**src/rtl/ledchain_pkg.sv**
```systemverilog
package ledchain_pkg;
    localparam int unsigned DATA_W   = 32;
    localparam int unsigned ADDR_W   = 5;
    localparam int unsigned GROUP_SZ = 8;
    localparam int unsigned GRP_W    = 3;
    localparam int unsigned CHAIN_W  = GROUP_SZ * GRP_W;
    localparam int unsigned LEN_W    = $clog2(CHAIN_W + 1);
    localparam int unsigned PHY_N    = 4;
    localparam int unsigned PHY_W    = 3;
    localparam int unsigned DSL_W    = 2;
    localparam int unsigned OWN_W    = DSL_W + PHY_N * PHY_W;
    localparam int unsigned RATE_W   = 5;

    localparam logic [ADDR_W-1:0] OFS_CTLA  = 5'h00;
    localparam logic [ADDR_W-1:0] OFS_CTLB  = 5'h04;
    localparam logic [ADDR_W-1:0] OFS_DATA0 = 5'h08;
    localparam logic [ADDR_W-1:0] OFS_DATA1 = 5'h0C;
    localparam logic [ADDR_W-1:0] OFS_ACC   = 5'h10;

    localparam logic [DATA_W-1:0] CTLA_RST = 32'h8000_0000;
    localparam int unsigned SWU_BIT = 31;
    localparam int unsigned POL_BIT = 26;

    localparam logic [1:0] SRC_BUSCLK = 2'b10;
    localparam logic [RATE_W-1:0] RATE_4HZ  = 5'd1;
    localparam logic [RATE_W-1:0] RATE_8HZ  = 5'd2;
    localparam logic [RATE_W-1:0] RATE_10HZ = 5'd3;

    typedef enum logic [2:0] {
        S_IDLE,
        S_SETUP,
        S_SAMPLE,
        S_STORE_A,
        S_STORE_B
    } seq_state_e;

    function automatic logic [LEN_W-1:0] chain_len(input logic [GRP_W-1:0] grp);
        logic [LEN_W-1:0] n;
        n = '0;
        for (int g = 0; g < int'(GRP_W); g++) begin
            if (grp[g]) n = LEN_W'((g + 1) * GROUP_SZ);
        end
        return n;
    endfunction
endpackage

```
**src/rtl/ledchain_regs.sv**
```systemverilog
module ledchain_regs
    import ledchain_pkg::*;
(
    input  logic                clk,
    input  logic                rst_n,
    input  logic [ADDR_W-1:0]   bus_addr,
    input  logic                bus_we,
    input  logic [DATA_W-1:0]   bus_wdata,
    output logic [DATA_W-1:0]   bus_rdata,
    output logic [CHAIN_W-1:0]  img_data,
    output logic [DSL_W-1:0]    dsl_own,
    output logic [PHY_N*PHY_W-1:0] phy_own,
    output logic [GRP_W-1:0]    grp_en,
    output logic                pol,
    output logic [1:0]          tmr_src,
    output logic [RATE_W-1:0]   rate_code,
    output logic                sw_req
);
    logic [DATA_W-1:0] ctla_q, ctlb_q, data0_q, data1_q, acc_q;

    always_ff @(posedge clk or negedge rst_n) begin
        if (!rst_n) begin
            ctla_q  <= CTLA_RST;
            ctlb_q  <= '0;
            data0_q <= '0;
            data1_q <= '0;
            acc_q   <= '0;
            sw_req  <= 1'b0;
        end else begin
            sw_req <= bus_we && (bus_addr == OFS_CTLA) && bus_wdata[SWU_BIT];
            if (bus_we) begin
                case (bus_addr)
                    OFS_CTLA:  ctla_q  <= bus_wdata;
                    OFS_CTLB:  ctlb_q  <= bus_wdata;
                    OFS_DATA0: data0_q <= bus_wdata;
                    OFS_DATA1: data1_q <= bus_wdata;
                    OFS_ACC:   acc_q   <= bus_wdata;
                    default: ;
                endcase
            end
        end
    end

    always_comb begin
        case (bus_addr)
            OFS_CTLA:  bus_rdata = ctla_q;
            OFS_CTLB:  bus_rdata = ctlb_q;
            OFS_DATA0: bus_rdata = data0_q;
            OFS_DATA1: bus_rdata = data1_q;
            OFS_ACC:   bus_rdata = acc_q;
            default:   bus_rdata = '0;
        endcase
    end

    assign img_data  = data0_q[CHAIN_W-1:0];
    assign dsl_own   = ctla_q[25:24];
    assign phy_own   = {ctlb_q[17:15], ctlb_q[8:6], ctlb_q[5:3], ctla_q[29:27]};
    assign grp_en    = ctlb_q[GRP_W-1:0];
    assign pol       = ctla_q[POL_BIT];
    assign tmr_src   = ctlb_q[31:30];
    assign rate_code = ctlb_q[27:23];

    AST_DATA_HOLD: assert property (@(posedge clk) disable iff (!rst_n)
        !bus_we |=> $stable(data0_q));
endmodule

```
**src/rtl/ledchain_mux.sv**
```systemverilog
module ledchain_mux
    import ledchain_pkg::*;
(
    input  logic [CHAIN_W-1:0]      img_data,
    input  logic [DSL_W-1:0]        dsl_own,
    input  logic [PHY_N*PHY_W-1:0]  phy_own,
    input  logic [DSL_W-1:0]        dsl_in,
    input  logic [PHY_N*PHY_W-1:0]  phy_in,
    output logic [CHAIN_W-1:0]      img_out
);
    logic [OWN_W-1:0] own_sel;
    logic [OWN_W-1:0] hw_val;

    assign own_sel = {phy_own, dsl_own};
    assign hw_val  = {phy_in, dsl_in};

    for (genvar b = 0; b < int'(CHAIN_W); b++) begin : g_bit
        if (b < int'(OWN_W)) begin : g_owned
            assign img_out[b] = own_sel[b] ? hw_val[b] : img_data[b];
        end else begin : g_cpu
            assign img_out[b] = img_data[b];
        end
    end
endmodule

```
**src/rtl/ledchain_tick.sv**
```systemverilog
module ledchain_tick
    import ledchain_pkg::*;
#(
    parameter int unsigned TICKS_PER_SEC = 100_000_000
) (
    input  logic              clk,
    input  logic              rst_n,
    input  logic [1:0]        tmr_src,
    input  logic [RATE_W-1:0] rate_code,
    output logic              tick
);
    localparam int unsigned LIM_2HZ  = TICKS_PER_SEC / 2;
    localparam int unsigned LIM_4HZ  = TICKS_PER_SEC / 4;
    localparam int unsigned LIM_8HZ  = TICKS_PER_SEC / 8;
    localparam int unsigned LIM_10HZ = TICKS_PER_SEC / 10;
    localparam int unsigned CNT_W    = $clog2(LIM_2HZ + 1);

    logic [CNT_W-1:0] cnt_q;
    logic [CNT_W-1:0] lim;
    logic             run;

    assign run = (tmr_src == SRC_BUSCLK);

    always_comb begin
        case (rate_code)
            RATE_4HZ:  lim = CNT_W'(LIM_4HZ);
            RATE_8HZ:  lim = CNT_W'(LIM_8HZ);
            RATE_10HZ: lim = CNT_W'(LIM_10HZ);
            default:   lim = CNT_W'(LIM_2HZ);
        endcase
    end

    assign tick = run && (cnt_q >= lim - 1'b1);

    always_ff @(posedge clk or negedge rst_n) begin
        if (!rst_n)         cnt_q <= '0;
        else if (!run)      cnt_q <= '0;
        else if (tick)      cnt_q <= '0;
        else                cnt_q <= cnt_q + 1'b1;
    end

    AST_TICK_RESTART: assert property (@(posedge clk) disable iff (!rst_n)
        tick |=> (cnt_q == '0));
    AST_CNT_BOUND: assert property (@(posedge clk) disable iff (!rst_n)
        cnt_q <= CNT_W'(LIM_2HZ));
endmodule

```
**src/rtl/ledchain_shift.sv**
```systemverilog
module ledchain_shift
    import ledchain_pkg::*;
#(
    parameter int unsigned CLK_DIV = 4
) (
    input  logic               clk,
    input  logic               rst_n,
    input  logic               req,
    input  logic [CHAIN_W-1:0] img,
    input  logic [GRP_W-1:0]   grp_en,
    input  logic               pol,
    output logic               ser_dout,
    output logic               ser_clk,
    output logic               ser_store
);
    localparam int unsigned HC_W = $clog2(CLK_DIV) + 1;
    localparam logic [HC_W-1:0] HC_LOAD = HC_W'(CLK_DIV - 1);

    seq_state_e         state_q, state_d;
    logic [HC_W-1:0]    hcnt_q;
    logic [LEN_W-1:0]   left_q;
    logic [LEN_W-1:0]   len;
    logic [CHAIN_W-1:0] sh_q;
    logic               pend_q, pol_q, half_done, start;

    assign len       = chain_len(grp_en);
    assign half_done = (hcnt_q == '0);
    assign start     = (state_q == S_IDLE) && pend_q && (len != '0);

    always_comb begin
        state_d = state_q;
        unique case (state_q)
            S_IDLE:    if (start)     state_d = S_SETUP;
            S_SETUP:   if (half_done) state_d = S_SAMPLE;
            S_SAMPLE:  if (half_done) state_d = (left_q == LEN_W'(1)) ? S_STORE_A : S_SETUP;
            S_STORE_A: if (half_done) state_d = S_STORE_B;
            S_STORE_B: if (half_done) state_d = S_IDLE;
            default:                  state_d = S_IDLE;
        endcase
    end

    always_ff @(posedge clk or negedge rst_n) begin
        if (!rst_n) state_q <= S_IDLE;
        else        state_q <= state_d;
    end

    always_ff @(posedge clk or negedge rst_n) begin
        if (!rst_n) begin
            hcnt_q <= HC_LOAD;
            left_q <= '0;
            sh_q   <= '0;
            pend_q <= 1'b0;
            pol_q  <= 1'b0;
        end else begin
            pend_q <= (pend_q && (state_q != S_IDLE)) || req;
            if (state_q == S_IDLE) pol_q <= pol;
            if (state_d != state_q)  hcnt_q <= HC_LOAD;
            else if (!half_done)     hcnt_q <= hcnt_q - 1'b1;
            if (start) begin
                sh_q   <= img << (LEN_W'(CHAIN_W) - len);
                left_q <= len;
            end else if ((state_q == S_SAMPLE) && half_done) begin
                sh_q   <= sh_q << 1;
                left_q <= left_q - 1'b1;
            end
        end
    end

    always_comb begin
        ser_clk   = pol_q;
        ser_dout  = 1'b0;
        ser_store = 1'b0;
        unique case (state_q)
            S_SETUP:   ser_dout = sh_q[CHAIN_W-1];
            S_SAMPLE: begin
                ser_dout = sh_q[CHAIN_W-1];
                ser_clk  = ~pol_q;
            end
            S_STORE_A, S_STORE_B: ser_store = 1'b1;
            default: ;
        endcase
    end

    AST_DOUT_STABLE_EDGE: assert property (@(posedge clk) disable iff (!rst_n)
        ((state_q == S_SAMPLE) && ($past(state_q) == S_SETUP)) |-> $stable(ser_dout));
    AST_STORE_FULL_PERIOD: assert property (@(posedge clk) disable iff (!rst_n)
        $rose(ser_store) |=> ser_store);
    AST_PEND_KEPT: assert property (@(posedge clk) disable iff (!rst_n)
        (req && (state_q != S_IDLE)) |=> pend_q);
    AST_LEFT_BOUND: assert property (@(posedge clk) disable iff (!rst_n)
        left_q <= LEN_W'(CHAIN_W));
endmodule

```
**src/rtl/ledchain_ctrl.sv**
```systemverilog
module ledchain_ctrl
    import ledchain_pkg::*;
#(
    parameter int unsigned CLK_DIV       = 4,
    parameter int unsigned TICKS_PER_SEC = 100_000_000
) (
    input  logic        clk,
    input  logic        rst_n,
    input  logic [4:0]  bus_addr,
    input  logic        bus_we,
    input  logic [31:0] bus_wdata,
    output logic [31:0] bus_rdata,
    input  logic [1:0]  dsl_in,
    input  logic [11:0] phy_in,
    output logic        ser_dout,
    output logic        ser_clk,
    output logic        ser_store
);
    logic [CHAIN_W-1:0]     img_data, img_out;
    logic [DSL_W-1:0]       dsl_own;
    logic [PHY_N*PHY_W-1:0] phy_own;
    logic [GRP_W-1:0]       grp_en;
    logic                   pol, sw_req, tick;
    logic [1:0]             tmr_src;
    logic [RATE_W-1:0]      rate_code;

    ledchain_regs u_regs (
        .clk(clk), .rst_n(rst_n), .bus_addr(bus_addr), .bus_we(bus_we),
        .bus_wdata(bus_wdata), .bus_rdata(bus_rdata), .img_data(img_data),
        .dsl_own(dsl_own), .phy_own(phy_own), .grp_en(grp_en), .pol(pol),
        .tmr_src(tmr_src), .rate_code(rate_code), .sw_req(sw_req)
    );

    ledchain_mux u_mux (
        .img_data(img_data), .dsl_own(dsl_own), .phy_own(phy_own),
        .dsl_in(dsl_in), .phy_in(phy_in), .img_out(img_out)
    );

    ledchain_tick #(.TICKS_PER_SEC(TICKS_PER_SEC)) u_tick (
        .clk(clk), .rst_n(rst_n), .tmr_src(tmr_src), .rate_code(rate_code), .tick(tick)
    );

    ledchain_shift #(.CLK_DIV(CLK_DIV)) u_shift (
        .clk(clk), .rst_n(rst_n), .req(sw_req || tick), .img(img_out),
        .grp_en(grp_en), .pol(pol), .ser_dout(ser_dout), .ser_clk(ser_clk),
        .ser_store(ser_store)
    );
endmodule

```
**config.mk**
```make
export PLATFORM = sky130hd
export DESIGN_NAME = ledchain_ctrl
export DESIGN_NICKNAME = d
export VERILOG_FILES = /design/src/rtl/ledchain_pkg.sv /design/src/rtl/ledchain_regs.sv /design/src/rtl/ledchain_mux.sv /design/src/rtl/ledchain_tick.sv /design/src/rtl/ledchain_shift.sv /design/src/rtl/ledchain_ctrl.sv
export SDC_FILE = /design/constraint.sdc
export NUM_CORES = 1
export LEC_CHECK = 0
export CORE_ASPECT_RATIO = 1.5
export CORE_UTILIZATION = 38
export DETAILED_ROUTE_END_ITERATION = 8
export SLEW_MARGIN = 5
export SYNTH_ARGS = -nofsm -noshare
export SYNTH_HDL_FRONTEND = slang
export SYNTH_SLANG_ARGS = --single-unit
```
**constraint.sdc**
```tcl
create_clock -name clk -period 3.6 [get_ports clk]
set_input_delay 0.72 -clock clk [delete_from_list [all_inputs] [get_ports clk]]
set_output_delay 0.72 -clock clk [all_outputs]
set_load 0.02 [all_outputs]
```
==> impl_metrics.toml <==
[timing]
finalCriticalPeriod_ps = 3363
slew_headroom = 0.3525
setup_ws_ps = 237.3
worst_clock_skew_ps = 15.75
rsz0062_at_grt = "false"
fin_hold_ws_ps = 203.0
finalHoldViolCount = 0
max_freq_ghz = 0.2974
period_share = 0.9341
worst_slew_pin_slew_ps = 969.2
drv_slew = 0
tns_ps = 0
setup_viol = 0

[floorplanning]
core_area_um2 = 27960
io_pins = 89
die_w_um = 139.8
die_area_um2 = 29160
start_util = 0.3869
num_rows = 75
die_h_um = 208.7

[finish]
syn_to_final_growth_pct = 21.76
drive_above_1_share = 0.2311
final_area_um2 = 13170
final_cells = 1402
final_nets = 1117
antenna_cells = 0

[job]
drv_cap = 0

[logic_synthesis]
syn_inst = 934
synth_top_area_cell = "dfrtp_1"
synthFlopType = "dfrtp_1"
async_reset_ff_frac = 1.000
synth_area_um2 = 10820
synth.avg_cell_area_um2 = 11.58
synth_edf_count = 0
yosysMostFrequentCell = "dfrtp_1"
ys_seq_elements = 224
synthTopCellsByCount = "dfrtp_1 (221), mux2_2 (142), nand2_1 (87)"
synthTopCellsByArea = "dfrtp_1 (51%), mux2_2 (15%), mux2_1 (3.3%)"
synth_warnings = 0
ys_types = 55
synth_top_cell_area_share = 0.5112
syn_nets = 1013
yosysSeqAreaShare = 0.5184

[clock_network]
cts.path.max_buffers = 3
holdBufCountCts = 0
root_buffer = "clkbuf_16"
cts_buffers = 25
cts.sinks = 224
clock_latency_ps = 520
tritoncts = "done"
h-tree-depth = 1
clk_pin_slew_worst_paths_ps = 60

[placed_design]
post-dp-hpwl_um = 19220
portBuffers = 88
placedCellCount = 1357
gp_congestion = 0.8188
place_area_um2 = 12340
dp_slack_ps = -64.03

[grt]
grt_first_pass_wirelength_um = 44800
overflow = 0
grt_pass1_vias = 8114
antenna_found_initial = 0
grt_usage = 0.1937
grt_max_degree = 91

[setup_path]
r2r-end = "u_tick.cnt_q[25]"
crit_type = "input port to primary output"
r2r_cells = 12
arrival_ps = 2640
crit_required_ps = 2880
worst_setup_path_start_kind = "input port"
crit_fanout = 33
reg2reg_from = "u_regs.ctlb_q[27]"
critPathCapture = "bus_rdata[31]"
crit_start = "bus_addr[2]"
cp-end-kind = "primary output"
r2r_slack_ps = 380

[routing]
drt-total-wl_um = 27600
drt_iter0_markers = 466
drtAntennaViolNets = 0
avgViaCountPerCell = 5.593
routedWlPerCell_um = 19.69
first_pass_iters = 6
drc_errors = 0
vias = 7842

[pwr]
power_density_nw_per_um2 = 565.8
vdd_drop_max_mv = 0.4338
p_leak_nw = 6.038

[worst_hold_path]
hp-class = "input port to async pin"

[outcome]
outcome = "finished, final reports clean"
==> how the worst min path moves through the flow <==
stage                                 from                 to  cells past startpoint
final                                rst_n   u_regs.ctla_q[5]                      1
after global routing                 rst_n   u_regs.ctla_q[6]                      1
after CTS                            rst_n  u_regs.data0_q[7]                      1
after detailed placement   u_regs.acc_q[2]    u_regs.acc_q[2]                      1
after global placement    u_regs.acc_q[14]   u_regs.acc_q[14]                      1
after floorplan                      rst_n    u_regs.acc_q[0]                      0
==> state kept, by name (all words and copies together), names as in the netlist <==
name / flops
u_tick.cnt_q: 26
u_shift.hcnt_q: 3
u_shift.left_q: 5
u_shift.pol_q: 1
u_regs.sw_req: 1
u_regs.data0_q: 32
u_shift.pend_q: 1
u_regs.data1_q: 32
u_shift.state_q: 3
u_regs.acc_q: 32
u_shift.sh_q: 24
u_regs.ctla_q: 32
u_regs.ctlb_q: 32
==> layout by cell type (no fill, tap or decap), types with 4 or more instances in the layout <==
cell type	synthesis	layout
nor3_1	26	25
o211ai_1	8	8
nor2_1	55	54
clkinv_2	0	4
a31oi_1	5	5
and4_1	7	7
a222oi_1	32	32
nand4_1	6	6
and3_1	7	7
clkbuf_16	0	25
nand3_1	24	24
a21oi_1	33	33
clkbuf_8	0	4
mux2_2	142	142
a21o_1	5	5
mux2_1	32	32
dfrtp_1	221	221
buf_12	0	7
clkdlybuf4s50_1	0	55
or3_1	8	8
xor2_1	6	6
nand2_1	87	86
xnor2_1	25	25
a22oi_1	41	41
ha_1	25	25
buf_4	0	34
a211oi_1	6	6
dlygate4sd2_1	0	32
o21ai_0	27	27
inv_1	15	15
bufinv_16	0	4
==> stage by stage <==
stage,total power [W],utilization
6_report,0.007454,0.4711
5_1_grt,0.007825,0.4711
4_1_cts,0.007522,0.4709
3_5_place_dp,0.004818,0.4411
3_3_place_gp,0.004776,0.4411
2_1_floorplan,0.004243,-
==> critical path: stages <==
cell,delay [ps]
clkdlybuf4s50_1,430
or3_4,440
nor3b_4,230
buf_12,250
a222oi_1,140
nand2_1,90
dlygate4sd2_1,330
==> cell families (layout without fill, tap and decap cells) <==
logic type               Yosys count  in the layout  synth area share
adder cells (fa/ha/maj)           25             25           0.02891
multiplexers                     175            175            0.1820
other                              2              2         0.0006941
buffers and inverters             67            189           0.02533
AO/OA/AOI/OAI                    168            168            0.1113
AND/OR/NAND/NOR                  242            242            0.1082
flip-flops                       224            224            0.5184
XOR/XNOR                          31             31           0.02510
==> report_power, final <==
part | total (W) | switching (W) | internal (W)
sequential | 0.00342 | 0.000388 | 0.00303
clock | 0.00270 | 0.00105 | 0.00165
combinational | 0.00134 | 0.000656 | 0.000680
==> area by class of cell <==
type                       count  area (µm²)
timing repair buffer         129        1241
fill                        2597       14790
tap                          346       432.9
clock buffer                  32       691.9
clock inverter                13       181.4
inverter                      15       56.30
sequential                   224        5609
multi-input combinational    643        4961
==> routing by layer <==
metal	vias up	wire length (µm)	track usage
li1	3655	-	-
met1	3943	11440	0.2399
met2	190	14350	0.3441
met3	54	990	0.02360
met4	0	824	0.07086
met5	-	0	0
==> what timing repair did <==
| item | in CTS | in global routing |
|---|---|---|
| setup buffers | 0 | 0 |
| cloned | 0 | 0 |
| resized for setup | 32 | 1 |
| endpoints found under the setup margin | 32 | 9 |
Note: power is estimated with default switching activity, not from simulation.
